### src/rtl/xc_pkg.sv
package xc_pkg;
  typedef enum logic [1:0] {
    ST_IDLE = 2'd0,
    ST_CALC = 2'd1,
    ST_WAIT = 2'd2
  } xc_state_e;
endpackage

### src/rtl/xc_chunk_calc.sv
// Combinational piece-length selector: page-limited for reads,
// boundary-limited for writes.
module xc_chunk_calc #(
  parameter int LEN_W      = 28,
  parameter int CHUNK_LOG2 = 12
) (
  input  logic [CHUNK_LOG2-1:0] off_lo,
  input  logic [LEN_W-1:0]      remain,
  input  logic                  is_write,
  output logic [LEN_W-1:0]      piece_len
);
  localparam logic [LEN_W-1:0] PAGE = LEN_W'(1) << CHUNK_LOG2;

  logic [LEN_W-1:0] room;

  always_comb begin
    // Writes may only run to the next page boundary; reads get a full page.
    if (is_write) room = PAGE - LEN_W'(off_lo);
    else          room = PAGE;
    piece_len = (remain < room) ? remain : room;
  end
endmodule

### src/rtl/xc_seq.sv
// Sequencer: accepts a request, issues one piece at a time, advances
// offset and outstanding count on each acknowledge.
module xc_seq
  import xc_pkg::*;
#(
  parameter int OFF_W      = 32,
  parameter int LEN_W      = 28,
  parameter int CHUNK_LOG2 = 12
) (
  input  logic                  clk,
  input  logic                  rst,
  input  logic                  req_valid,
  output logic                  req_ready,
  input  logic [OFF_W-1:0]      req_offset,
  input  logic [LEN_W-1:0]      req_len,
  input  logic                  req_write,
  output logic                  busy,
  output logic                  chk_valid,
  input  logic                  chk_ready,
  output logic [OFF_W-1:0]      chk_offset,
  output logic [LEN_W-1:0]      chk_len,
  output logic                  chk_write,
  output logic                  done,
  output logic [LEN_W-1:0]      done_bytes,
  output logic [CHUNK_LOG2-1:0] cur_off_lo,
  output logic [LEN_W-1:0]      cur_remain,
  output logic                  cur_write,
  input  logic [LEN_W-1:0]      next_len
);
  localparam logic [LEN_W:0] PAGE_X = (LEN_W+1)'(1) << CHUNK_LOG2;

  xc_state_e        state;
  logic [OFF_W-1:0] cur_off;
  logic [LEN_W-1:0] remain;
  logic [LEN_W-1:0] moved;
  logic             dir;

  assign cur_off_lo = cur_off[CHUNK_LOG2-1:0];
  assign cur_remain = remain;
  assign cur_write  = dir;

  always_ff @(posedge clk) begin
    if (rst) begin
      state      <= ST_IDLE;
      req_ready  <= 1'b1;
      busy       <= 1'b0;
      chk_valid  <= 1'b0;
      chk_offset <= '0;
      chk_len    <= '0;
      chk_write  <= 1'b0;
      done       <= 1'b0;
      done_bytes <= '0;
      cur_off    <= '0;
      remain     <= '0;
      moved      <= '0;
      dir        <= 1'b0;
    end else begin
      done <= 1'b0;
      unique case (state)
        ST_IDLE: begin
          if (req_valid) begin
            cur_off   <= req_offset;
            remain    <= req_len;
            dir       <= req_write;
            chk_write <= req_write;
            moved     <= '0;
            if (req_len == '0) begin
              done       <= 1'b1;
              done_bytes <= '0;
            end else begin
              state     <= ST_CALC;
              busy      <= 1'b1;
              req_ready <= 1'b0;
            end
          end
        end
        ST_CALC: begin
          chk_valid  <= 1'b1;
          chk_offset <= cur_off;
          chk_len    <= next_len;
          state      <= ST_WAIT;
        end
        ST_WAIT: begin
          if (chk_ready) begin
            chk_valid <= 1'b0;
            cur_off   <= cur_off + OFF_W'(chk_len);
            remain    <= remain - chk_len;
            moved     <= moved + chk_len;
            if (remain == chk_len) begin
              done       <= 1'b1;
              done_bytes <= moved + chk_len;
              busy       <= 1'b0;
              req_ready  <= 1'b1;
              state      <= ST_IDLE;
            end else begin
              state <= ST_CALC;
            end
          end
        end
        default: state <= ST_IDLE;
      endcase
    end
  end

  // a piece is never empty and never larger than a page
  a_r1_piece_bounded: assert property (@(posedge clk) disable iff (rst)
    chk_valid |-> (chk_len != '0) && ({1'b0, chk_len} <= PAGE_X));

  // a write piece stays inside its page
  a_r2_no_page_cross: assert property (@(posedge clk) disable iff (rst)
    (chk_valid && chk_write) |->
      ((LEN_W+1)'(chk_offset[CHUNK_LOG2-1:0]) + {1'b0, chk_len} <= PAGE_X));

  // offered piece is held until acknowledged
  a_r5_hold_stable: assert property (@(posedge clk) disable iff (rst)
    (chk_valid && !chk_ready) |=>
      (chk_valid && $stable(chk_offset) && $stable(chk_len) && $stable(chk_write)));

  // acknowledge drops valid for a cycle
  a_r5_gap_after_ack: assert property (@(posedge clk) disable iff (rst)
    (chk_valid && chk_ready) |=> !chk_valid);

  // completion only when nothing is outstanding
  a_r6_done_idle: assert property (@(posedge clk) disable iff (rst)
    done |-> (!busy && !chk_valid && req_ready));

  // never ready while busy; pieces only while busy
  a_r8_ready_excl: assert property (@(posedge clk) disable iff (rst)
    busy |-> !req_ready);
  a_r8_piece_in_busy: assert property (@(posedge clk) disable iff (rst)
    chk_valid |-> busy);
endmodule

### src/rtl/xfer_chunker.sv
module xfer_chunker #(
  parameter int OFF_W      = 32,
  parameter int LEN_W      = 28,
  parameter int CHUNK_LOG2 = 12
) (
  input  logic             clk,
  input  logic             rst,
  input  logic             req_valid,
  output logic             req_ready,
  input  logic [OFF_W-1:0] req_offset,
  input  logic [LEN_W-1:0] req_len,
  input  logic             req_write,
  output logic             busy,
  output logic             chk_valid,
  input  logic             chk_ready,
  output logic [OFF_W-1:0] chk_offset,
  output logic [LEN_W-1:0] chk_len,
  output logic             chk_write,
  output logic             done,
  output logic [LEN_W-1:0] done_bytes
);
  logic [CHUNK_LOG2-1:0] off_lo;
  logic [LEN_W-1:0]      remain;
  logic                  dir;
  logic [LEN_W-1:0]      piece_len;

  xc_chunk_calc #(
    .LEN_W(LEN_W), .CHUNK_LOG2(CHUNK_LOG2)
  ) calc_i (
    .off_lo(off_lo), .remain(remain), .is_write(dir), .piece_len(piece_len)
  );

  xc_seq #(
    .OFF_W(OFF_W), .LEN_W(LEN_W), .CHUNK_LOG2(CHUNK_LOG2)
  ) seq_i (
    .clk(clk), .rst(rst),
    .req_valid(req_valid), .req_ready(req_ready),
    .req_offset(req_offset), .req_len(req_len), .req_write(req_write),
    .busy(busy),
    .chk_valid(chk_valid), .chk_ready(chk_ready),
    .chk_offset(chk_offset), .chk_len(chk_len), .chk_write(chk_write),
    .done(done), .done_bytes(done_bytes),
    .cur_off_lo(off_lo), .cur_remain(remain), .cur_write(dir),
    .next_len(piece_len)
  );
endmodule

### config.mk
export PLATFORM = sky130hd
export DESIGN_NAME = xfer_chunker
export DESIGN_NICKNAME = d
export VERILOG_FILES = /design/src/rtl/xc_pkg.sv /design/src/rtl/xc_chunk_calc.sv /design/src/rtl/xc_seq.sv /design/src/rtl/xfer_chunker.sv
export SDC_FILE = /design/constraint.sdc
export NUM_CORES = 1
export LEC_CHECK = 0
export ABC_AREA = 1
export BUFFER_PORTS_ARGS = -buffer_cell sky130_fd_sc_hd__buf_2
export CAP_MARGIN = 0
export CORE_MARGIN = 5
export CORE_UTILIZATION = 25
export CTS_BUF_LIST = sky130_fd_sc_hd__clkbuf_8
export DETAILED_ROUTE_END_ITERATION = 10
export HOLD_SLACK_MARGIN = 0.06
export SLEW_MARGIN = 20
export SYNTH_ARGS = -nofsm -noshare
export SYNTH_HDL_FRONTEND = slang
export SYNTH_SLANG_ARGS = --single-unit
export TNS_END_PERCENT = 20
### constraint.sdc
create_clock -name clk -period 2.87 [get_ports clk]
set_input_delay 0.4305 -clock clk [delete_from_list [all_inputs] [get_ports clk]]
set_output_delay 0.4305 -clock clk [all_outputs]
set_load 0.1 [all_outputs]
==> key figures, run 1 <==
Yosys
  – Adder-cell share of the synthesized area: 0.0922
  – Main combinational cell family by area after synthesis: simple AND/OR/NAND/NOR gates
  – Synth top area cells: dfxtp_1 27%, nand2_1 17%, inv_1 8.8%
  – Yosys top cell area share: 0.270
  – Ys flop type: dfxtp_1
  – Synth Net Count: 2371
  – Synth Area in Compound Gates: 0.182
  – Number of synthesized flops with an enable pin: 0
  – Post-synthesis register bit count: ~180
  – Synth Area in Simple Gates: 0.324
  – Distinct cells, synth: 41
  – Syn Inst Count: ~2200
  – Mapped Area: between 10000 and 15000 um2
  – Post-synthesis xor/xnor area fraction: 0.0149
  – Syn avg cell area: around 6.1 um2
  – Yosys warning count: 0
  – Post-synthesis sequential area ratio: 0.270
  – Post-synth ARST share: 0
  – Top cells by count, synth: 610 x nand2_1, 318 x inv_1, 207 x a21oi_1
  – Mux share of post-synthesis cell area: 0
  – Cell taking the most area after synthesis: dfxtp_1
  – Top-count cell post-synth: nand2_1

Floorplanning
  – Die area: between 50000 and 60000 um2
  – Initial Util: 0.252
  – Chip Width: about 240 um
  – Die Ht: ~240 um
  – I/O pin cnt: between 150 and 200
  – FP Rows: 85
  – Core area: approximately 54000 um2

Detailed routing
  – Avg Vias per Cell: approximately 4.7
  – Vias: 14600
  – Final antenna-violating net count: 0
  – Routed wire per std cell: around 17 um
  – # DRC: 0
  – 1st-pass router iterations: 6
  – WL final: between 50000 and 60000 um
  – 1st-iter DRT viols: a little over 900

Finish
  – Diode count: 0
  – Nets: 2525
  – Layout area overhead: 16.4%
  – Layout cells sized above 1: 0.109

CTS
  – CTS Root Cell: clkbuf_8
  – CTS tree: yes
  – Clock transition at path regs: between 0.1 and 0.15 ns
  – Clock Sinks: around 180
  – Hold_buf cts: 0
  – Maximum clock insertion buffer count: 2
  – CTS buffer count: 17
  – Clk_lat worst skew: roughly 0.53 ns
  – H-tree depth: 4

GRT
  – Vias in the first global route: about 14000
  – Gr ovfl total: 0
  – First-pass GRT wire length: 79800 um
  – Initial antenna violation count: 2
  – Total Routing Usage GR: 0.171
  – Largest net degree at the start of global routing: around 80

Timing
  – Crit share post-route: 0.941
  – Final Setup Violations: 0
  – Hold Vio Cnt, Final: 0
  – Final min period: 2.70 ns
  – Clk_skew: 0.0162 ns
  – Max-Slew Margin vs Limit: 0.327
  – Worst Tran Pin Value: 1.01 ns
  – Slew Viols, Final: 0
  – Fmax: roughly 0.37 GHz
  – Worst setup margin: 0.170 ns

Hold path
  – Worst Hold Path EP: seq_i.cur_off[15]$_SDFFE_PP0P_
  – Hold depth: 3
  – Worst hold start: req_offset[15]
  – Min-Delay Path Class: primary input to flip-flop

Critical path
  – R2R depth: 15
  – Crit Path Category: flip-flop to flip-flop
  – R2R setup slack: 0.17 ns
  – CP Launch Type: flip-flop
  – Worst endpoint required time: roughly 3.3 ns
  – Setup crit end kind: flip-flop
  – RR Endpoint: seq_i.chk_len[10]$_SDFFE_PP0P_
  – CP max FO: 13
  – Worst EP arrival: approximately 3.2 ns
  – Worst R2R Start: seq_i.cur_off[0]$_SDFFE_PP0P_

Power and ir drop
  – VDD IR max: ~270 uV
  – Leakage: ~8.3 nW
  – Cell area power density: roughly 470 nW/um2
  – Pwr Total: 7.45 mW

Placed design
  – Worst slack at placement: ~0.11 ns
  – Final RePlAce weighted congestion: 0.976
  – Number of buffers added on ports: 157
  – Post-DP HPWL: about 41000 um

Status
  – Status: complete, no violations

Job
  – Max_cap viols: 0
[kinds of logic (layout without fill, tap and decap cells)]
family	count (synthesis)	after routing
compound gates	465	465
xor+xnor	23	23
fa+ha+maj	98	98
buf+inv	394	561
flops	183	183
simple gates	1045	1045
[report_power, final]
| group | switching (mW) | internal, mW | total, mW |
|---|---|---|---|
| combinational | 1.84 | 0.786 | 2.62 |
| clock | 1.08 | 0.846 | 1.92 |
| sequential | 0.175 | 2.73 | 2.90 |
| total | 3.09 | 4.36 | 7.45 |
[flip-flops by register name, indices dropped and copies added (netlist names)]
signal	flops
seq_i.done	1
seq_i.chk_len	28
seq_i.state	2
seq_i.chk_valid	1
seq_i.chk_offset	32
seq_i.done_bytes	28
seq_i.cur_remain	28
seq_i.req_ready	1
seq_i.cur_write	1
seq_i.busy	1
seq_i.cur_off	32
seq_i.moved	28
[repair_timing]
action	4_1_cts	5_1_grt
endpoints found under the setup margin	0	13
buffers inserted	0	1
gates resized for setup	0	4
[metal layers]
metal | part of all wire | GRT usage
met1 | 0.45 | 0.223
met2 | 0.46 | 0.282
met3 | 0.063 | 0.0378
met4 | 0.027 | 0.0539
met5 | 0.00052 | 0
[worst max-delay path by stage]
stage / from / endpoint / slack (ns) / cells after the start
after floorplan: seq_i.cur_write$_SDFFE_PP0P_ / seq_i.chk_len[11]$_SDFFE_PP0P_ / 0.03 / 15
after global placement: seq_i.cur_off[0]$_SDFFE_PP0P_ / seq_i.chk_len[10]$_SDFFE_PP0P_ / 0.11 / 15
after detailed placement: seq_i.cur_off[0]$_SDFFE_PP0P_ / seq_i.chk_len[10]$_SDFFE_PP0P_ / 0.11 / 15
after CTS: seq_i.cur_off[0]$_SDFFE_PP0P_ / seq_i.chk_len[10]$_SDFFE_PP0P_ / 0.09 / 15
after global routing: seq_i.cur_off[0]$_SDFFE_PP0P_ / seq_i.chk_len[10]$_SDFFE_PP0P_ / -0.001 / 15
final: seq_i.cur_off[0]$_SDFFE_PP0P_ / seq_i.chk_len[10]$_SDFFE_PP0P_ / 0.17 / 15
[cell type report]
type	instances	area, um2
fill	5996	37900
multi-input combinational	1631	8320
sequential	183	3660
timing repair buffer	206	1270
inverter	323	1220
tap	696	871
clock buffer	19	262
clock inverter	13	160
[critical path, stage by stage, from the launching register on]
cell     delay, ns
dfxtp_1       0.34
inv_1         0.09
ha_1          0.24
nand4_1       0.24
nor3_1        0.20
o21ai_0       0.14
ha_1          0.32
nand4_1       0.12
a21oi_1       0.14
nor2_1        0.05
nand2_1       0.08
nand2_1       0.11
buf_4         0.22
nand3_1       0.08
nand3_1       0.08
a21oi_1       0.16
[metrics by stage]
step,std cells,setup TNS (ns),utilization,cell area (um2),hold WS [ns]
6_report,3071,0,0.294,15800,0.160
3_3_place_gp,3038,0,0.285,15300,0.460
3_5_place_dp,3038,0,0.285,15300,0.463
4_1_cts,3070,0,0.293,15700,0.120
2_1_floorplan,2208,0,-,13500,0.449
5_1_grt,3071,-0.00224,0.294,15800,0.144
[cell usage in the layout, fill, tap and decap left out, types with 32 or more instances in the layout]
master / count
nor2_1: 189
nor3_1: 32
o21ai_0: 176
a21oi_1: 207
ha_1: 95
inv_1: 318
dfxtp_1: 183
buf_4: 40
o21bai_1: 33
buf_2: 157
nand2_1: 609
nand3_1: 143
Power figures use the tool's default switching activity.
==> run 2, diff against run 1 <==
--- a/config.mk
+++ b/config.mk
@@ -8,7 +8,7 @@
 export ABC_AREA = 1
 export BUFFER_PORTS_ARGS = -buffer_cell sky130_fd_sc_hd__buf_2
 export CAP_MARGIN = 0
-export CORE_MARGIN = 5
+export CORE_MARGIN = 10
 export CORE_UTILIZATION = 25
 export CTS_BUF_LIST = sky130_fd_sc_hd__clkbuf_8
 export DETAILED_ROUTE_END_ITERATION = 10
==> key figures, run 2 (synthesis gave the netlist of run 1 again) <==
Timing
  – Final Setup Violations: 0
  – Hold Vio Cnt, Final: 0
  – Fmax: around 0.39 GHz
  – Worst Tran Pin Value: 0.865 ns
  – Unrepaired setup endpoints after global routing: false
  – Crit share post-route: 0.905
  – Clk_skew: a little under 0.02 ns
  – Post-Route Setup TNS: 0 ns
  – Final min period: approximately 2.6 ns
  – Max-Slew Margin vs Limit: 0.423
  – Slew Viols, Final: 0

GRT
  – Total Routing Usage GR: 0.161
  – Initial antenna violation count: 3
  – Largest net degree at the start of global routing: between 70 and 80
  – First-pass GRT wire length: between 70000 and 80000 um
  – Vias in the first global route: 13800
  – Gr ovfl total: 0

Critical path
  – R2R setup slack: roughly 0.27 ns
  – Worst endpoint required time: approximately 3.3 ns
  – Worst R2R Start: seq_i.cur_off[0]$_SDFFE_PP0P_
  – Crit Path Category: flip-flop to flip-flop
  – Worst EP arrival: roughly 3.0 ns
  – R2R depth: 14
  – CP Launch Type: flip-flop
  – RR Endpoint: seq_i.chk_len[12]$_SDFFE_PP0P_
  – Setup crit end kind: flip-flop
  – CP max FO: 13

Finish
  – Largest regs: seq_i.chk_offset (32), seq_i.cur_off (32)
  – Commonest non-fill, non-tap cell in the layout: nand2_1
  – Nets: approximately 2500
  – Layout area overhead: 16.0%
  – Diode count: 0
  – Layout cells sized above 1: 0.112
  – Commonest cells after routing, fill and taps aside: 609 x nand2_1, 318 x inv_1, 203 x a21oi_1, 187 x nor2_1, 183 x dfxtp_1
  – Layout fillers: between 6000 and 7000

Placed design
  – Number of buffers added on ports: 157
  – Final RePlAce weighted congestion: around 0.95
  – Post-DP HPWL: ~42000 um

Detailed routing
  – 1st-iter DRT viols: 1050
  – Final antenna-violating net count: 0
  – Avg Vias per Cell: between 4 and 5
  – Vias: between 10000 and 15000
  – # DRC: 0
  – WL final: 52200 um
  – Routed wire per std cell: 17.0 um
  – 1st-pass router iterations: 5

Floorplanning
  – Initial Util: 0.252
  – FP Rows: between 80 and 90
  – I/O pin cnt: 158
  – Die Ht: ~250 um
  – Core area: between 50000 and 60000 um2
  – Die area: 63900 um2
  – Chip Width: between 200 and 300 um

CTS
  – CTS buffer count: 17
  – Clock Sinks: 183
  – Maximum clock insertion buffer count: 2
  – H-tree depth: 4
  – Post-CTS Repair Setup Buffers: 0
  – CTS Root Cell: clkbuf_8
  – CTS tree: yes
  – Clk_lat worst skew: ~0.57 ns
  – Hold_buf cts: 0
  – Clock transition at path regs: roughly 0.11 ns

Power and ir drop
  – Leakage: 8.30 nW
  – Pwr Total: 7.36 mW
  – Cell area power density: about 470 nW/um2
  – VDD IR max: approximately 340 uV

Hold path
  – Worst Hold Path EP: seq_i.cur_off[13]$_SDFFE_PP0P_
  – Hold depth: 3
  – Min-Delay Path Class: primary input to flip-flop
  – Worst hold start: req_offset[13]

Status
  – Status: complete, no violations

Job
  – Max_cap viols: 0
==> run 2: cell count changes in the layout (fill, tap and decap cells not counted), sizes merged <==
cell / previous run / this run
clkbuf: 19 / 17
inv: 328 / 330
bufinv: 2 / 1
buf: 206 / 207
clkinv: 3 / 4
==> run 2: layout make-up <==
class                           count  area [um2]  area share
Clock buffer                       17         234      0.0149
Clock inverter                     15         144     0.00916
Inverter                          323        1220      0.0775
Multi-Input combinational cell   1631        8360       0.532
Sequential cell                   183        3660       0.233
Tap cell                          696         871      0.0554
Timing Repair Buffer              207        1230      0.0781
==> run 2: worst max-delay path by stage <==
stage / to / slack (ns) / start / cells after the start
after floorplan: seq_i.chk_len[11]$_SDFFE_PP0P_ / 0.03 / seq_i.cur_write$_SDFFE_PP0P_ / 15
after global placement: seq_i.chk_len[5]$_SDFFE_PP0P_ / 0.13 / seq_i.cur_off[0]$_SDFFE_PP0P_ / 15
after detailed placement: seq_i.chk_len[12]$_SDFFE_PP0P_ / 0.09 / seq_i.cur_off[0]$_SDFFE_PP0P_ / 15
after CTS: seq_i.chk_len[12]$_SDFFE_PP0P_ / 0.04 / seq_i.cur_off[0]$_SDFFE_PP0P_ / 15
after global routing: seq_i.chk_len[0]$_SDFFE_PP0P_ / 0.02 / seq_i.cur_off[1]$_SDFFE_PP0P_ / 15
final: seq_i.chk_len[12]$_SDFFE_PP0P_ / 0.27 / seq_i.cur_off[0]$_SDFFE_PP0P_ / 14
==> run 2: metal layers <==
metal | GRT usage | share of wire | wire [um]
met1 | 0.203 | 0.45 | 23400
met2 | 0.264 | 0.46 | 23900
met3 | 0.0390 | 0.066 | 3450
met4 | 0.0554 | 0.027 | 1390
met5 | 0 | 0.00057 | 30
==> run 2: power breakdown <==
part / internal (mW) / switching (mW)
clock network: 0.705 / 1.11
logic: 0.784 / 1.86
registers: 2.73 / 0.163
==> run 2: repair_timing <==
item | in CTS | in global routing
resized for setup | 0 | 16
endpoints found under the hold margin | 0 | 0
setup endpoints to repair | 0 | 13
==> run 2: per-stage QoR <==
| step | instances | area (um2) | setup slack, ns | hold slack (ns) | utilization |
|---|---|---|---|---|---|
| 2_1_floorplan | 2208 | 13500 | 0.0294 | 0.449 | - |
| 3_3_place_gp | 3040 | 15300 | 0.132 | 0.459 | 0.285 |
| 3_5_place_dp | 3040 | 15300 | 0.0924 | 0.466 | 0.285 |
| 4_1_cts | 3072 | 15700 | 0.0387 | 0.0907 | 0.292 |
| 5_1_grt | 3072 | 15700 | 0.0236 | 0.131 | 0.293 |
| 6_report | 3072 | 15700 | 0.274 | 0.131 | 0.293 |
==> run 2: worst max-delay path, cell delays in order (launching register included) <==
cell	delay, ns
dfxtp_1	0.34
nor3_1	0.32
buf_4	0.18
nand2_1	0.06
o21ai_0	0.28
ha_1	0.32
a21oi_1	0.14
o21ai_0	0.10
nor2_1	0.11
nand2_1	0.06
nand2_1	0.12
buf_6	0.18
nand3_1	0.08
nand3_1	0.09
a21oi_1	0.08
==> run 3, diff against run 2 <==
==> constraint.sdc (replaced) <==
create_clock -name clk -period 3.1 [get_ports clk]
set_input_delay 0.465 -clock clk [delete_from_list [all_inputs] [get_ports clk]]
set_output_delay 0.465 -clock clk [all_outputs]
set_load 0.1 [all_outputs]
==> key figures, run 3 (synthesis gave the netlist of run 1 again) <==
Timing
  – Hold Vio Cnt, Final: 0
  – Final min period: 2.73 ns
  – Post-Route Setup TNS: 0 ns
  – Crit share post-route: 0.880
  – Slew Viols, Final: 0
  – Final Setup Violations: 0
  – Max-Slew Margin vs Limit: 0.318
  – Clk_skew: roughly 0.024 ns
  – Worst setup margin: between 0.3 and 0.4 ns
  – Fmax: about 0.37 GHz
  – Unrepaired setup endpoints after global routing: false
  – Worst Tran Pin Value: roughly 1.0 ns

Floorplanning
  – Chip Width: 253 um
  – Die area: ~64000 um2
  – I/O pin cnt: ~160
  – FP Rows: 85
  – Die Ht: ~250 um
  – Core area: roughly 54000 um2
  – Initial Util: 0.252

Placed design
  – Post-DP HPWL: 42200 um
  – Worst slack at placement: 0.426 ns
  – Final RePlAce weighted congestion: 0.963
  – Dpl cells: around 3000
  – Number of buffers added on ports: between 150 and 200

GRT
  – Met1 GRT Util: 0.211
  – Initial antenna violation count: 6
  – Gr ovfl total: 0
  – Vias in the first global route: between 10000 and 15000
  – First-pass GRT wire length: 80500 um
  – Met3 Resource Use GR: 0.0336
  – Largest net degree at the start of global routing: 82
  – Total Routing Usage GR: 0.163
  – GRT met2 Usage: 0.263
  – Top Usage Layer GRT: met2

Critical path
  – Setup crit end kind: flip-flop
  – CP max FO: 13
  – Worst endpoint required time: roughly 3.5 ns
  – CP Launch Type: flip-flop
  – Crit Path Category: flip-flop to flip-flop
  – Worst EP arrival: approximately 3.1 ns

Detailed routing
  – WL final: about 53000 um
  – 1st-pass router iterations: 5
  – Final antenna-violating net count: 0
  – # DRC: 0
  – 1st-iter DRT viols: approximately 1200
  – Vias: between 10000 and 15000
  – Routed wire per std cell: approximately 17 um
  – Avg Vias per Cell: roughly 4.8

CTS
  – CTS Root Cell: clkbuf_8
  – Post-CTS Repair Setup Buffers: 0
  – Clock transition at path regs: 0.11 ns
  – CTS buffer count: 17
  – Maximum clock insertion buffer count: 2
  – Clk_lat worst skew: between 0.5 and 0.6 ns
  – Hold_buf cts: 0
  – Clock Sinks: 183
  – CTS tree: yes
  – # resized after CTS: 0
  – H-tree depth: 4

Power and ir drop
  – Sw frac: 0.413
  – Psw: approximately 2.9 mW
  – Pwr Total: 6.94 mW
  – Reg power frac: 0.387
  – Cell area power density: approximately 440 nW/um2
  – VDD IR max: approximately 270 uV
  – Pint: between 4 and 5 mW
  – Clock power frac: 0.266
  – Combinational share of power: 0.348
  – Leakage: 8.25 nW

Job
  – Max_cap viols: 0

Hold path
  – Min-Delay Path Class: primary input to flip-flop

Finish
  – Commonest non-fill, non-tap cell in the layout: nand2_1
  – Commonest cells after routing, fill and taps aside: 610 x nand2_1, 319 x inv_1, 207 x a21oi_1, 190 x nor2_1, 183 x dfxtp_1
  – Layout area overhead: 15.3%
  – Largest regs: seq_i.chk_offset (32), seq_i.cur_off (32)
  – Layout fillers: 6074
  – Nets: around 2500
  – Layout cells sized above 1: 0.103
  – Non-Filler Instances: roughly 3100
  – Diode count: 0

Status
  – Status: complete, no violations
[run 3: layout make-up]
| type | instances | area, um2 | area share |
|---|---|---|---|
| multi-input combinational | 1631 | 8310 | 0.532 |
| clock buffer | 19 | 262 | 0.0167 |
| inverter | 323 | 1220 | 0.0780 |
| tap | 696 | 871 | 0.0557 |
| clock inverter | 13 | 166 | 0.0107 |
| timing repair buffer | 195 | 1130 | 0.0726 |
| sequential | 183 | 3660 | 0.234 |
[run 3: final timing paths]
kind	from	to	slack, ns	depth (start not counted)
setup / recovery	seq_i.cur_off[1]$_SDFFE_PP0P_	seq_i.chk_len[5]$_SDFFE_PP0P_	0.37	16
hold / removal	req_offset[13]	seq_i.cur_off[13]$_SDFFE_PP0P_	0.20	3
setup reg to reg	seq_i.cur_off[1]$_SDFFE_PP0P_	seq_i.chk_len[5]$_SDFFE_PP0P_	0.37	16
hold reg to reg	seq_i.busy$_SDFFE_PP0P_	seq_i.busy$_SDFFE_PP0P_	0.49	2
[run 3: metrics by stage]
step	hold WS, ns	cell area, um2	util
2_1_floorplan	0.449	13500	-
3_3_place_gp	0.456	15200	0.283
3_5_place_dp	0.472	15200	0.283
4_1_cts	0.166	15600	0.291
5_1_grt	0.188	15600	0.291
6_report	0.198	15600	0.291
[run 3: per-layer routing]
| metal | part of all wire | up-vias |
|---|---|---|
| met5 | 0.0013 | - |
| met4 | 0.027 | 12 |
| met3 | 0.068 | 74 |
| met2 | 0.45 | 424 |
| met1 | 0.45 | 6685 |
| li1 | - | 7444 |
[run 3: power groups by stage]
stage | combinational [mW] | clock, mW | sequential [mW]
6_report | 2.41 | 1.84 | 2.68
5_1_grt | 2.68 | 1.97 | 2.70
4_1_cts | 2.41 | 1.89 | 2.68
3_5_place_dp | 2.40 | 0 | 2.73
3_3_place_gp | 2.40 | 0 | 2.73
2_1_floorplan | 1.43 | 0 | 3.04
[run 3: critical path, stage by stage (launching register included)]
cell,delay [ns]
dfxtp_1,0.34
inv_1,0.16
ha_1,0.26
nand4_1,0.23
nor3_1,0.19
o21ai_0,0.14
ha_1,0.32
nand4_1,0.12
a21oi_1,0.14
nor2_1,0.05
nand2_1,0.07
nand2_1,0.06
nand2_1,0.07
buf_4,0.20
nand2_1,0.07
nand3_1,0.08
a21oi_1,0.08
